File: config.mk
export PLATFORM = sky130hd
export DESIGN_NAME = pgood_mon
export DESIGN_NICKNAME = d
export VERILOG_FILES = /design/src/rtl/pgood_pkg.sv /design/src/rtl/pgood_dp.sv /design/src/rtl/pgood_ctl.sv /design/src/rtl/pgood_mon.sv
export SDC_FILE = /design/constraint.sdc
export NUM_CORES = 1
export LEC_CHECK = 0
export ABC_AREA = 1
export BUFFER_PORTS_ARGS = -buffer_cell sky130_fd_sc_hd__buf_2
export CORE_MARGIN = 2
export CORE_UTILIZATION = 45
export CTS_BUF_LIST = sky130_fd_sc_hd__clkbuf_16
export DETAILED_ROUTE_END_ITERATION = 10
export PLACE_DENSITY = 0.66
export SETUP_SLACK_MARGIN = 0.4
export SYNTH_ARGS = -nofsm -noshare
export SYNTH_HDL_FRONTEND = slang
export SYNTH_SLANG_ARGS = --single-unit
File: constraint.sdc
create_clock -name clk -period 2.1 [get_ports clk]
set_input_delay 0.105 -clock clk [delete_from_list [all_inputs] [get_ports clk]]
set_output_delay 0.105 -clock clk [all_outputs]
set_load 0.05 [all_outputs]
File: src/rtl/pgood_pkg.sv
package pgood_pkg;
  // Strobes from the control FSM to the timer datapath.
  typedef struct packed {
    logic clr;   // zero the count
    logic load;  // zero the count and capture the delay limit
    logic inc;   // advance the count by one tick
  } pgStrobe_t;
endpackage

File: src/rtl/pgood_dp.sv
module pgood_dp
  import pgood_pkg::*;
#(
  parameter int CODE_W     = 11,
  parameter int DLY_W      = 3,
  parameter int LO_OUT     = 840,
  parameter int LO_IN      = 920,
  parameter int HI_IN      = 1080,
  parameter int HI_OUT     = 1160,
  parameter int BASE_TICKS = 256,
  parameter int LONG_SHIFT = 9
) (
  input  logic              clk,
  input  logic              rstN,
  input  logic [CODE_W-1:0] fbCode,
  input  logic [DLY_W-1:0]  dlySel,
  input  pgStrobe_t         strobe,
  output logic              isInner,
  output logic              isOuter,
  output logic              lastTick
);
  localparam int NUM_CODES = 1 << DLY_W;
  localparam int LONGEST   = BASE_TICKS << LONG_SHIFT;
  localparam int CNT_W     = $clog2(LONGEST + 1);

  logic [CNT_W-1:0] limTab [NUM_CODES];
  logic [CNT_W-1:0] tickCnt;
  logic [CNT_W-1:0] tickLim;

  // Delay table: doubling steps, with the top code breaking the pattern.
  for (genvar g = 0; g < NUM_CODES; g++) begin : g_lim
    if (g == NUM_CODES - 1) begin : g_long
      assign limTab[g] = CNT_W'(LONGEST);
    end else begin : g_step
      assign limTab[g] = CNT_W'(BASE_TICKS << g);
    end
  end

  // Window classification of the current sample.
  assign isInner = (fbCode >= CODE_W'(LO_IN)) && (fbCode <= CODE_W'(HI_IN));
  assign isOuter = (fbCode > CODE_W'(HI_OUT)) || (fbCode < CODE_W'(LO_OUT));

  always_ff @(posedge clk or negedge rstN) begin
    if (!rstN) begin
      tickCnt <= '0;
      tickLim <= '0;
    end else if (strobe.load) begin
      tickCnt <= '0;
      tickLim <= limTab[dlySel];
    end else if (strobe.clr) begin
      tickCnt <= '0;
    end else if (strobe.inc) begin
      tickCnt <= tickCnt + 1'b1;
    end
  end

  assign lastTick = ({1'b0, tickCnt} + 1'b1) == {1'b0, tickLim};
endmodule

File: src/rtl/pgood_ctl.sv
module pgood_ctl
  import pgood_pkg::*;
(
  input  logic      clk,
  input  logic      rstN,
  input  logic      ssDone,
  input  logic      usTick,
  input  logic      isInner,
  input  logic      isOuter,
  input  logic      lastTick,
  output pgStrobe_t strobe,
  output logic      pgFlag
);
  logic winReg;
  logic runReg;
  logic pgReg;
  logic winNext;
  logic armed;

  // Hysteresis: inner band sets, outer region clears, band between holds.
  always_comb begin
    if (isInner)      winNext = 1'b1;
    else if (isOuter) winNext = 1'b0;
    else              winNext = winReg;
  end

  assign armed = ssDone && winNext;

  always_comb begin
    strobe = '0;
    if (!armed)                                strobe.clr  = 1'b1;
    else if (!runReg)                          strobe.load = 1'b1;
    else if (!pgReg && usTick && !lastTick)    strobe.inc  = 1'b1;
  end

  always_ff @(posedge clk or negedge rstN) begin
    if (!rstN) begin
      winReg <= 1'b0;
      runReg <= 1'b0;
      pgReg  <= 1'b0;
    end else begin
      winReg <= winNext;
      runReg <= armed;
      if (!armed)                           pgReg <= 1'b0;
      else if (runReg && usTick && lastTick) pgReg <= 1'b1;
    end
  end

  assign pgFlag = pgReg;
endmodule

File: src/rtl/pgood_mon.sv
module pgood_mon
  import pgood_pkg::*;
#(
  parameter int CODE_W     = 11,
  parameter int DLY_W      = 3,
  parameter int LO_OUT     = 840,
  parameter int LO_IN      = 920,
  parameter int HI_IN      = 1080,
  parameter int HI_OUT     = 1160,
  parameter int BASE_TICKS = 256,
  parameter int LONG_SHIFT = 9
) (
  input  logic              clk,
  input  logic              rstN,
  input  logic              usTick,
  input  logic [CODE_W-1:0] fbCode,
  input  logic [DLY_W-1:0]  dlySel,
  input  logic              ssDone,
  output logic              pgFlag
);
  pgStrobe_t strobe;
  logic      isInner;
  logic      isOuter;
  logic      lastTick;

  pgood_dp #(
    .CODE_W(CODE_W), .DLY_W(DLY_W),
    .LO_OUT(LO_OUT), .LO_IN(LO_IN), .HI_IN(HI_IN), .HI_OUT(HI_OUT),
    .BASE_TICKS(BASE_TICKS), .LONG_SHIFT(LONG_SHIFT)
  ) u_dp (
    .clk(clk), .rstN(rstN), .fbCode(fbCode), .dlySel(dlySel),
    .strobe(strobe), .isInner(isInner), .isOuter(isOuter), .lastTick(lastTick)
  );

  pgood_ctl u_ctl (
    .clk(clk), .rstN(rstN), .ssDone(ssDone), .usTick(usTick),
    .isInner(isInner), .isOuter(isOuter), .lastTick(lastTick),
    .strobe(strobe), .pgFlag(pgFlag)
  );
endmodule

======== Yosys cells after proc, flatten, opt, wreduce, memory -nomap -nowiden ========
Memory sizes are Yosys's and may differ from the RTL's. A register that Yosys moved wholly into a read port is not among the register bits.
Cells that the tools add are included.
storage, ports and cells
  register bits ........................... 21
  ROM bits ................................ 144
  input bits .............................. 18
  output and inout port bits .............. 1
  logic and storage cells ................. 36
  memories kept ........................... 1
cells by class
  add/sub/neg operators ................... 2
  order comparisons ....................... 4
  equality and inequality tests ........... 3
  multiplexer cells ....................... 11
  bitwise logic cells ..................... 1
  reduce and logical (&&, ||, !) cells .... 10
memory list
  name             words  bits a word  read ports  clocked after memory_dff  wr ports  line            RTL
  (no name shown)  8      18           1           1                         0         pgood_dp.sv:49  tickLim <= limTab[dlySel];
operators with widths
  operator                                                                               count
  18-bit two-way mux                                                                     3
  18-bit by 1-bit adder with 19-bit output, second input constant                        1
  19-bit by 18-bit == test with 1-bit output                                             1
  18-bit by 1-bit adder with 18-bit output, second input constant                        1
  11-bit by 10-bit greater-or-equal comparator with 1-bit output, second input constant  1
  11-bit > comparator, second input constant                                             1
  11-bit <= comparator, second input constant                                            1
  11-bit by 10-bit < comparator with 1-bit output, second input constant                 1
  1-bit two-way mux                                                                      7
  1-bit logical AND                                                                      6
  3-bit NOT with 4-bit output                                                            1
  1-bit zero test                                                                        3
  3-bit inequality test, second input constant                                           1
  2-bit two-way mux                                                                      1
  2-bit inequality test, second input constant                                           1
  1-bit logical OR                                                                       1

======== Depth between registers and ports, before layout ========
Gate-level depths: netlist of run 1.
  depth in word-level cells ............... 10
  depth in mapped cells ................... 15
  depth with buffers taken out ............ 15

======== Hierarchy ========
Synthesis of run 1 repeated with hierarchy kept, for this count alone.
second synthesis, totals
  cell total of the unflattened synthesis .. 280
  area, all modules ....................... 1,899.3 um^2
by module, submodules not included
  module     instances  cells each  area each (um^2)  sequential area each (um^2)
  pgood_dp   1          262         1,747.9           650.6
  pgood_ctl  1          18          151.4             75.1

======== Worst setup path after synthesis of run 1 ========
No wires, ideal clock.
  path type ............................... register -> register
  start ................................... reg u_dp.tickCnt[1]
  end ..................................... reg u_dp.tickCnt[13]
  setup time .............................. 0.117 ns
  data arrival time ....................... 1.836 ns
  data required time ...................... 1.983 ns
  path slack .............................. 0.146 ns
  stages on the path, launching flop included .. 13
  path buffers ............................ 1
  period minus slack after synthesis ...... 1.954 ns
  cell sequence ........................... dfrtp_1 -> ha_1 -> nand3_2 -> inv_2 -> nand2_1 -> nor2_1 -> xnor2_1 -> nand2_2 -> nor2_4 -> nand3_4 -> clkbuf_8 -> nand4_1 -> nand2_1
between the ends
  longest elaborated chain between the ends .. 8
  elaborated cells on any way between the ends .. 12
  classes of those cells .................. add/sub (2); eq/ne (2); mux (6); reduce/logical (2)
RTL lines
  item                                        line             RTL
  start: declaration                          pgood_dp.sv:27   logic [CNT_W-1:0] tickCnt;
  start signal: assignment                    pgood_dp.sv:53   tickCnt <= tickCnt + 1'b1;
  18-bit by 1-bit adder with 19-bit output    pgood_dp.sv:57   assign lastTick = ({1'b0, tickCnt} + 1'b1) == {1'b0, tickLim};
  19-bit by 18-bit == test with 1-bit output  pgood_dp.sv:57
  1-bit zero test                             pgood_ctl.sv:33  else if (!pgReg && usTick && !lastTick) strobe.inc = 1'b1;
  1-bit logical AND                           pgood_ctl.sv:33
  1-bit two-way mux                           pgood_ctl.sv:33
  1-bit two-way mux                           pgood_ctl.sv:32  else if (!runReg) strobe.load = 1'b1;
  2-bit two-way mux                           pgood_ctl.sv:31  if (!armed) strobe.clr = 1'b1;
  3-bit inequality test (no line)             --
Several ways; a longest one is shown, not always the timed one. The select of a mux whose other input is x is not followed.
A chain may end at the register's enable or synchronous reset.

======== Worst setup path after layout of run 1 ========
  start ................................... reg u_dp.tickCnt[1]
  end ..................................... reg u_dp.tickCnt[11]
The elaborated chain is that of the path after synthesis.

==> results of run 1 <==
report_power, final:
part / internal, W / total (W) / leakage [nW] / switching [W]
clock network: 0.000422 / 0.000656 / 0.0685 / 0.000234
logic: 0.0000924 / 0.000230 / 0.844 / 0.000138
registers: 0.000585 / 0.000602 / 0.392 / 0.0000171
path summary, 6_finish.rpt:
path | start | slack (ps) | depth (start not counted) | endpoint
min in group asynchronous | rstN | 410 | 2 | u_dp.tickCnt[16]
setup / recovery | u_dp.tickCnt[1] | -10 | 15 | u_dp.tickCnt[11]
hold / removal | dlySel[0] | 140 | 3 | u_dp.tickLim[9]
max in group asynchronous | rstN | 1200 | 2 | u_dp.tickCnt[2]
hold reg to reg | u_ctl.winReg | 520 | 2 | u_ctl.winReg
setup reg to reg | u_dp.tickCnt[1] | -10 | 15 | u_dp.tickCnt[11]
worst max-delay path, stage by stage (launching register included):
cell and delay [ps]:
dfrtp_1 410, buf_6 150, nand2_4 50, nor2_4 180
nand2_2 110, nor2_4 140, nand2_2 80, nand2_2 70
nand2_2 50, nand2_2 70, nand2_4 60, nor2_4 130
nand3_4 180, buf_2 210, nand4_1 70, nand2_1 50
layout make-up:
class                      instances  area [um2]  share of cell area
tap                               67        83.8              0.0309
clock inverter                     2        7.51             0.00277
timing repair buffer              37         260              0.0959
sequential                        29         731               0.269
multi-input combinational        236        1350               0.497
inverter                          42         158              0.0581
clock buffer                       5         125              0.0461
what timing repair did:
action                                  4_1_cts  5_1_grt
hold endpoints to repair                     29        0
hold buffers                                  1        0
cloned                                        1        1
resized for setup                             8       15
setup buffers                                 5        3
pin swaps                                     7        5
endpoints found under the setup margin       19       27
layer usage:
metal | share of wire | GRT usage | wire length (um) | up-vias
met2 | 0.48 | 0.363 | 2700 | 48
met4 | 0.012 | 0.0754 | 70 | 0
li1 | - | - | - | 1109
met1 | 0.47 | 0.296 | 2630 | 1020
met5 | 0 | 0 | 0 | -
met3 | 0.041 | 0.0447 | 231 | 5
stage by stage:
stage	total power (W)	instances	hold slack, ps
2_1_floorplan	0.000742	313	-191
3_3_place_gp	0.000806	400	185
3_5_place_dp	0.000810	400	194
4_1_cts	0.00150	414	141
5_1_grt	0.00156	418	175
6_report	0.00149	418	140
sequential cells by signal, summed over array words and instances, names as in the netlist:
| register | cells |
|---|---|
| u_ctl.pgFlag | 1 |
| u_ctl.runReg | 1 |
| u_ctl.winReg | 1 |
| u_dp.tickCnt | 18 |
| u_dp.tickLim | 8 |
cells by family (layout without fill, tap and decap cells):
logic type	count (synthesis)	count (layout)
buffers and inverters	49	86
flip-flops	29	29
XOR/XNOR	6	6
AO/OA/AOI/OAI	20	20
AND/OR/NAND/NOR	208	209
adder cells (fa/ha/maj)	1	1
synth_stat cells, drive strengths merged:
master and count:
nand4 32, or2 1, nor2 30, buf 4
xor2 3, o21ai 17, xnor3 1, o21bai 1
nand2 96, o211ai 1, nor3 4, nand3b 2
a21oi 1, xnor2 2, dfrtp 29, nand3 43
clkbuf 3, ha 1, inv 42
==> summary.md, run 1 <==
| Metric | Value |
|---|---|
| Pleak | `1.30 nW` |
| N_diodes | `0` |
| Fillers | `470` |
| Post-synth top area cell | `dfrtp_1` |
| Detailed placer's ending HPWL | `about 4 mm` |
| Routed vias | `around 2200` |
| Slew HR | `0.540` |
| Post-route minimum period | `around 2100 ps` |
| Initial antenna violation count | `0` |
| CP Capture Type | `register` |
| Sum Neg Setup Slack | `-41.1 ps` |
| Syn nets | `~330` |
| Ranking of synthesized cells by area | `dfrtp_1, nand2_1, nand4_1, nand3_1, inv_1` |
| Seq/Total Area, Yosys | `0.327` |
| Max_cap viols | `0` |
| Post-synthesis mux area share | `0` |
| H-tree depth | `2` |
| Synth top area share | `0.327` |
| Synthesized area per cell | `between 7 and 8 um2` |
| Routed wire length | `between 5 and 6 mm` |
| First-pass GRT wire length | `roughly 9.3 mm` |
| Largest family of logic cells by synthesized area | `simple AND/OR/NAND/NOR gates` |
| Compound-Gate Fraction of Synth Area | `0.0491` |
| Largest fanout on the critical path | `6` |
| Arr. time, crit path | `around 2300 ps` |
| Post-synthesis adder-cell area fraction | `0.00564` |
| Final nets | `370` |
| Syn. warnings | `0` |
| Vias in the first global route | `1970` |
| Most frequent cells in the layout | `nand2_1, inv_1, nand3_1` |
| Layout cell share with drive strength beyond 1 | `0.248` |
| Post-DP Area | `between 2000 and 2500 um2` |
| Fmax | `roughly 0.47 GHz` |
| RSZ-0062 raised after global routing | `true` |
| DIE AREA | `around 5500 um2` |
| # setup viols final | `4` |
| DRC violation total after the first TritonRoute iteration | `154` |
| Largest net degree at the start of global routing | `37` |
| Status | `finished with violations` |
| Fin util | `0.574` |
| Cell count after synthesis | `~310` |
| Final instance area | `2710 um2` |
| Routability cong. | `a little over 0.8` |
| Top Ports | `19` |
| Total GRT Usage | `0.222` |
| Worst Path Required | `about 2300 ps` |
| Post-synth cell types | `30` |
| WS Path Type | `register to register` |
| Routed wire per std cell | `about 13 um` |
| Die width | `74.2 um` |
| CP Launch Type | `register` |
| Rows | `25` |
| Sink Count | `29` |
| Core box area | `~4700 um2` |
| Leading cell type in the layout, fill and taps excluded | `nand2_1` |
| Initial core utilization | `0.470` |
| Worst vdd ir | `between 400 and 500 uV` |
| Clock root cell | `clkbuf_16` |
| HP Class | `primary input to register` |
| Clk_skew | `around 3.5 ps` |
| First-pass detailed-route iteration total | `4` |
| TritonCTS clock tree | `built` |
| Netlist Area Pre-Place | `approximately 2200 um2` |
| Xor/xnor share of the synthesized area | `0.0299` |
| DRC | `0` |
| Overflow after GRT | `0` |
| Final Max Slew Viols | `0` |
| Clk_lat worst skew | `roughly 270 ps` |
| Worst Max-Slew Pin Slew | `around 700 ps` |
| Die Span Y | `between 70 and 80 um` |
| Synth Area in Simple Gates | `0.483` |
| Synthesized flop and latch total | `29` |
| Final WS setup | `-14.7 ps` |
| Pre-CTS setup slack | `approximately 65 ps` |
| P&R area growth vs syn | `22.3%` |
| Failing checks | `setup timing` |
| Fin. Hold Viols | `0` |
| Routed Antenna Nets | `0` |
| Max clock buf depth | `2` |
| IO Port Bufs | `18` |
| Final period util | `1.01` |
| Num CTS Buffers | `5` |
| PwrDens | `roughly 550 nW/um2` |
| Vias per inst | `around 5.2` |
| Clock slew at reported path FFs | `~50 ps` |
No activity file was read; power rests on OpenSTA's default activity.
==> run 2: changes to the inputs <==
Settings changed: PLACE_DENSITY 0.66 to 0.7.
==> summary.md, run 2 (same netlist as run 1, synthesis figures left out) <==
| Metric | Value |
|---|---|
| Routed wire length | `5.54 mm (was 5.63 mm)` |
| Power Total | `0.00149 W (about the same)` |
| Sink Count | `29 (unchanged)` |
| Largest net degree at the start of global routing | `37 (unchanged)` |
| Max clock buf depth | `2 (unchanged)` |
| CP Capture Type | `register (unchanged)` |
| DRC violation total after the first TritonRoute iteration | `137 (was 154)` |
| Initial core utilization | `0.470 (unchanged)` |
| Largest regs | `u_dp.tickCnt x18, u_dp.tickLim x8 (unchanged)` |
| Portion of total power attributed to the clock network | `0.447 (was 0.441)` |
| Worst Path Required | `2260 ps (was 2270 ps)` |
| Detailed placer's ending HPWL | `3.87 mm (was 3.98 mm)` |
| Leading cell type in the layout, fill and taps excluded | `nand2_1 (unchanged)` |
| Worst Max-Slew Pin Slew | `649 ps (was 691 ps)` |
| RSZ-0062 raised after global routing | `true (unchanged)` |
| Routability cong. | `0.863 (was 0.827)` |
| P&R area growth vs syn | `20.9% (was 22.3%)` |
| Die Span Y | `74.2 um (unchanged)` |
| Final instance area | `2680 um2 (was 2710 um2)` |
| Total GRT Usage | `0.220 (was 0.222)` |
| Overflow after GRT | `0 (unchanged)` |
| IO Port Bufs | `18 (unchanged)` |
| DRC | `0 (unchanged)` |
| DIE AREA | `5510 um2 (unchanged)` |
| Final WS setup | `26.3 ps (was -14.7 ps)` |
| Largest register FFs | `18 (unchanged)` |
| H-tree depth | `2 (unchanged)` |
| First-pass detailed-route iteration total | `5 (was 4)` |
| Layout cell share with drive strength beyond 1 | `0.240 (was 0.248)` |
| Clk_lat worst skew | `280 ps (was 270 ps)` |
| Post-DP Area | `2410 um2 (unchanged)` |
| Final period util | `0.987 (was 1.01)` |
| First-pass GRT wire length | `9.26 mm (was 9.28 mm)` |
| Routed Antenna Nets | `0 (unchanged)` |
| Flop pwr share | `0.403 (was 0.404)` |
| Core box area | `4720 um2 (unchanged)` |
| # setup viols final | `0 (was 4)` |
| Rows | `25 (unchanged)` |
| Vias in the first global route | `2046 (was 1970)` |
| Routed vias | `2205 (was 2182)` |
| Psw | `0.000389 W (about the same)` |
| Num CTS Buffers | `5 (unchanged)` |
| Pre-CTS setup slack | `44.3 ps (was 64.6 ps)` |
| Vias per inst | `5.29 (was 5.22)` |
| Final nets | `368 (was 370)` |
| Reg-to-Reg Start | `u_dp.tickCnt[1] (unchanged)` |
| Slew HR | `0.568 (was 0.540)` |
| Placed cell count | `400 (unchanged)` |
| Final Max Slew Viols | `0 (unchanged)` |
| Pleak | `1.30 nW (about the same)` |
| Switch share | `0.261 (about the same)` |
| Clock slew at reported path FFs | `50 ps (about the same)` |
| Most frequent cells in the layout | `nand2_1, inv_1, nand3_1 (unchanged)` |
| Final Non-Filler Cells | `417 (was 418)` |
| N_diodes | `0 (unchanged)` |
| WS Path Type | `register to register (unchanged)` |
| Largest fanout on the critical path | `19 (was 6)` |
| Sum Neg Setup Slack | `0 ps (was -41.1 ps)` |
| Fin. Hold Viols | `0 (unchanged)` |
| PwrDens | `555 nW/um2 (was 549 nW/um2)` |
| Pint | `0.00110 W (about the same)` |
| Crit path from | `u_dp.tickCnt[1] (unchanged)` |
| Clk_skew | `6.21 ps (was 3.48 ps)` |
| Fillers | `446 (was 470)` |
| Top Ports | `19 (unchanged)` |
| HP Class | `primary input to register (unchanged)` |
| Hold Startpoint | `dlySel[0] (unchanged)` |
| Status | `finished, final reports clean (was finished with violations)` |
| Max_cap viols | `0 (unchanged)` |
| Fmax | `0.482 GHz (was 0.473 GHz)` |
| Post-route minimum period | `2070 ps (was 2110 ps)` |
| Most flop-heavy register | `u_dp.tickCnt (unchanged)` |
| Comb power frac | `0.150 (was 0.155)` |
| Clock root cell | `clkbuf_16 (unchanged)` |
| Worst vdd ir | `453 uV (was 452 uV)` |
| CP Launch Type | `register (unchanged)` |
| Die width | `74.2 um (unchanged)` |
| Routed wire per std cell | `13.3 um (was 13.5 um)` |
| Arr. time, crit path | `2240 ps (was 2280 ps)` |
| TritonCTS clock tree | `built (unchanged)` |
| Initial antenna violation count | `0 (unchanged)` |
-- run 2: cell count changes in the layout (fill, tap and decap cells not counted), moves of 2 or more --
| cell | previous run | this run |
|---|---|---|
| dfrtp_1 | 25 | 27 |
| nor2_1 | 13 | 15 |
| nor2_2 | 8 | 6 |
| inv_1 | 42 | 40 |
| dfrtp_2 | 4 | 2 |
| nand2_1 | 82 | 80 |
| nand2_2 | 11 | 13 |
-- run 2: metal layers --
layer / routed length [um] / vias to the layer above / track usage
met4: 159 / 0 / 0.103
met3: 297 / 15 / 0.0420
met1: 2400 / 1002 / 0.280
met2: 2680 / 75 / 0.362
li1: - / 1113 / -
met5: 0 / - / 0
-- run 2: worst paths after layout --
| check | endpoint | slack, ps | cells after the start |
|---|---|---|---|
| worst max-delay path | u_dp.tickCnt[2] | 30 | 14 |
| worst min-delay path | u_dp.tickLim[9] | 130 | 3 |
| worst max register to register | u_dp.tickCnt[2] | 30 | 14 |
| worst min register to register | u_ctl.pgFlag | 550 | 2 |
| max in group asynchronous | u_dp.tickCnt[3] | 1240 | 2 |
| min in group asynchronous | u_ctl.winReg | 400 | 2 |
-- run 2: critical path, cell delays in order (launching register included) --
cell,delay (ps)
dfrtp_1,410
ha_4,170
nand3_4,110
nor2_4,190
nand4_1,160
nand2_1,120
nand2_1,60
nand2_1,60
nand2_2,60
nor2_4,130
nand3_4,150
nand2_8,180
nand2_2,50
nand2_1,50
nand2_1,50
-- run 2: area by class of cell --
| type | instances | area (um2) | area share |
|---|---|---|---|
| clock buffer | 5 | 125 | 0.0467 |
| sequential | 29 | 728 | 0.272 |
| tap | 67 | 83.8 | 0.0313 |
| clock inverter | 3 | 12.5 | 0.00467 |
| timing repair buffer | 36 | 253 | 0.0943 |
| multi-input combinational | 235 | 1320 | 0.493 |
| inverter | 42 | 158 | 0.0588 |
-- run 2: power by group through the flow --
stage | clock [W] | sequential, W | combinational, W
CTS | 0.000673 | 0.000600 | 0.000209
floorplan | 0 | 0.000604 | 0.000139
finish | 0.000666 | 0.000600 | 0.000223
global route | 0.000697 | 0.000603 | 0.000250
global placement | 0 | 0.000608 | 0.000197
detailed placement | 0 | 0.000609 | 0.000199
-- run 2: repair_timing --
item / in CTS / in global routing
hold buffers: 1 / 0
buffers inserted: 4 / 3
endpoints found under the setup margin: 19 / 19
resized for setup: 8 / 12
gates cloned: 0 / 1
pin swaps: 3 / 5
endpoints found under the hold margin: 29 / 0
-- run 2: per-stage QoR --
| stage | utilization | hold WS [ps] |
|---|---|---|
| 6_report | 0.568 | 125 |
| 3_3_place_gp | 0.509 | 169 |
| 3_5_place_dp | 0.509 | 173 |
| 4_1_cts | 0.554 | 126 |
| 2_1_floorplan | - | -191 |
| 5_1_grt | 0.568 | 159 |
==> run 3: changes to the inputs <==
Settings changed: BUFFER_PORTS_ARGS -buffer_cell sky130_fd_sc_hd__buf_2 to not set, CORE_MARGIN 2 to not set, DONT_BUFFER_PORTS set to 1, PLACE_DENSITY 0.7 to 0.67.
==> summary.md, run 3 (same netlist as run 1, synthesis figures left out) <==
| Metric | Value |
|---|---|
| Initial antenna violation count | `0 (unchanged)` |
| Largest regs | `u_dp.tickCnt x18, u_dp.tickLim x8 (unchanged)` |
| Pleak | `1.29 nW (was 1.30 nW)` |
| First-pass GRT wire length | `9.23 mm (was 9.26 mm)` |
| HP Class | `primary input to register (unchanged)` |
| Clock slew at reported path FFs | `50 ps (about the same)` |
| Vias per inst | `5.28 (was 5.29)` |
| N_diodes | `0 (unchanged)` |
| DRC violation total after the first TritonRoute iteration | `112 (was 137)` |
| CP Launch Type | `register (unchanged)` |
| Sink Count | `29 (unchanged)` |
| Worst Max-Slew Pin Slew | `716 ps (was 649 ps)` |
| Overflow after GRT | `0 (unchanged)` |
| DRC | `0 (unchanged)` |
| Buffers and inverters on the worst path | `3 (was 0)` |
| Most frequent cells in the layout | `nand2_1, inv_1, nand3_1 (unchanged)` |
| Most flop-heavy register | `u_dp.tickCnt (unchanged)` |
| Crit path from | `u_dp.tickCnt[1] (unchanged)` |
| WS Path Type | `register to register (unchanged)` |
| Multi-input gate area | `1320 um2 (about the same)` |
| RSZ-0062 raised after global routing | `true (unchanged)` |
| Largest register FFs | `18 (unchanged)` |
| Worst vdd ir | `410 uV (was 453 uV)` |
| Die Span Y | `72.2 um (was 74.2 um)` |
| Final period util | `0.983 (was 0.987)` |
| Top Ports | `19 (unchanged)` |
| Grt peak-use layer | `met2 (unchanged)` |
| Fin util | `0.571 (was 0.568)` |
| CP Capture Type | `register (unchanged)` |
| Fmax | `0.485 GHz (was 0.482 GHz)` |
| M2 GR Usage | `0.404 (was 0.362)` |
| IO Port Bufs | `0 (was 18)` |
| Max clock buf depth | `2 (unchanged)` |
| Slew HR | `0.522 (was 0.568)` |
| Routed wire length | `5.67 mm (was 5.54 mm)` |
| Core box area | `4720 um2 (unchanged)` |
| Hold Startpoint | `dlySel[2] (was dlySel[0])` |
| Status | `finished, final reports clean (unchanged)` |
| GR Util met3 | `0.0458 (was 0.0420)` |
| First-pass detailed-route iteration total | `6 (was 5)` |
| Detailed placer's ending HPWL | `3.91 mm (was 3.87 mm)` |
| Vias in the first global route | `2010 (was 2046)` |
| Power Total | `0.00159 W (was 0.00149 W)` |
| Crit-path cells | `buf_6, nand3_1, nor2_2, nand4_1, nand3_1, nand2_1, inv_1, nand2_2, nor2_4, nand3_4, buf_2, nand4_1, nand2_1 (was ha_4, nand3_4, nor2_4, nand4_1, nand2_1, nand2_1, nand2_1, nand2_2, nor2_4, nand3_4, nand2_8, nand2_2, nand2_1, nand2_1)` |
| Clock root cell | `clkbuf_16 (unchanged)` |
| CP top delay family | `simple AND/OR/NAND/NOR gates (unchanged)` |
| Post-route minimum period | `2060 ps (was 2070 ps)` |
| DIE AREA | `5210 um2 (was 5510 um2)` |
| Final nets | `359 (was 368)` |
| Max_cap viols | `0 (unchanged)` |
| H-tree depth | `2 (unchanged)` |
| Clk_lat worst skew | `270 ps (was 280 ps)` |
| Total GRT Usage | `0.237 (was 0.220)` |
| Fin. Hold Viols | `0 (unchanged)` |
| Initial core utilization | `0.470 (unchanged)` |
| Slowest cell delay on critical path | `370 ps (was 410 ps)` |
| Reg-to-Reg Start | `u_dp.tickCnt[1] (unchanged)` |
| Worst Path Required | `2260 ps (about the same)` |
| Rows | `25 (unchanged)` |
| Largest fanout on the critical path | `5 (was 19)` |
| Final Non-Filler Cells | `408 (was 417)` |
| Clk_skew | `2.77 ps (was 6.21 ps)` |
| Slowest cell on crit path | `dfrtp_1 (unchanged)` |
| Routed wire per std cell | `13.9 um (was 13.3 um)` |
| Fillers | `450 (was 446)` |
| Arr. time, crit path | `2220 ps (was 2240 ps)` |
| Routability cong. | `0.888 (was 0.863)` |
| Placed cell count | `380 (was 400)` |
| PwrDens | `591 nW/um2 (was 555 nW/um2)` |
| # setup viols final | `0 (unchanged)` |
| Leading cell type in the layout, fill and taps excluded | `nand2_1 (unchanged)` |
| Layout cell share with drive strength beyond 1 | `0.214 (was 0.240)` |
| Sequential Area | `731 um2 (was 728 um2)` |
| TritonCTS clock tree | `built (unchanged)` |
| Num CTS Buffers | `5 (unchanged)` |
| Largest net degree at the start of global routing | `37 (unchanged)` |
| Routed Antenna Nets | `0 (unchanged)` |
| Die width | `72.2 um (was 74.2 um)` |
| Routed vias | `2154 (was 2205)` |
| P&R area growth vs syn | `21.5% (was 20.9%)` |
| Final Max Slew Viols | `0 (unchanged)` |
| M1 GR Usage | `0.293 (was 0.280)` |
## run 3: what timing repair did
action / in CTS / in global routing
pin swaps: 4 / 8
hold buffers: 3 / 0
buffers inserted: 8 / 7
endpoints found under the hold margin: 30 / 0
gates cloned: 0 / 2
gates resized for setup: 7 / 12
endpoints found under the setup margin: 19 / 19
## run 3: layout make-up
cell class                      count  area share
Clock inverter                      3      0.0139
Sequential cell                    29       0.271
Inverter                           42      0.0585
Timing Repair Buffer               26      0.0882
Tap cell                           67      0.0311
Clock buffer                        5      0.0464
Multi-Input combinational cell    236       0.491
## run 3: power by group
group	switching, W	internal (W)	total, W
combinational	0.000121	0.0000730	0.000194
sequential	0.0000163	0.000584	0.000600
clock	0.000251	0.000550	0.000801
total	0.000388	0.00121	0.00159
## run 3: per-layer routing
metal  vias up  part of all wire
li1       1101                 -
met1       988              0.44
met2        55              0.49
met3        10             0.050
met4         0             0.019
met5         -                 0
## run 3: metrics by stage
stage / TNS (ps) / hold WS [ps] / worst slack (ps) / instance area (um2)
after floorplan: 0 / -191 / 212 / 2230
after global placement: 0 / -190 / 112 / 2300
after detailed placement: 0 / -189 / 61.8 / 2300
after CTS: 0 / 14.0 / 89.5 / 2590
after global routing: -2160 / 28.3 / -142 / 2700
final: 0 / 11.5 / 36.6 / 2700
## run 3: path summary, 6_finish.rpt
path / end / slack, ps / depth (start not counted)
max reg2reg: u_dp.tickCnt[0] / 40 / 13
min reg2reg: u_ctl.winReg / 550 / 2
min in group asynchronous: u_dp.tickCnt[11] / 280 / 2
max in group asynchronous: u_dp.tickCnt[4] / 1640 / 2
min: u_dp.tickLim[14] / 10 / 2
max: u_dp.tickCnt[0] / 40 / 13
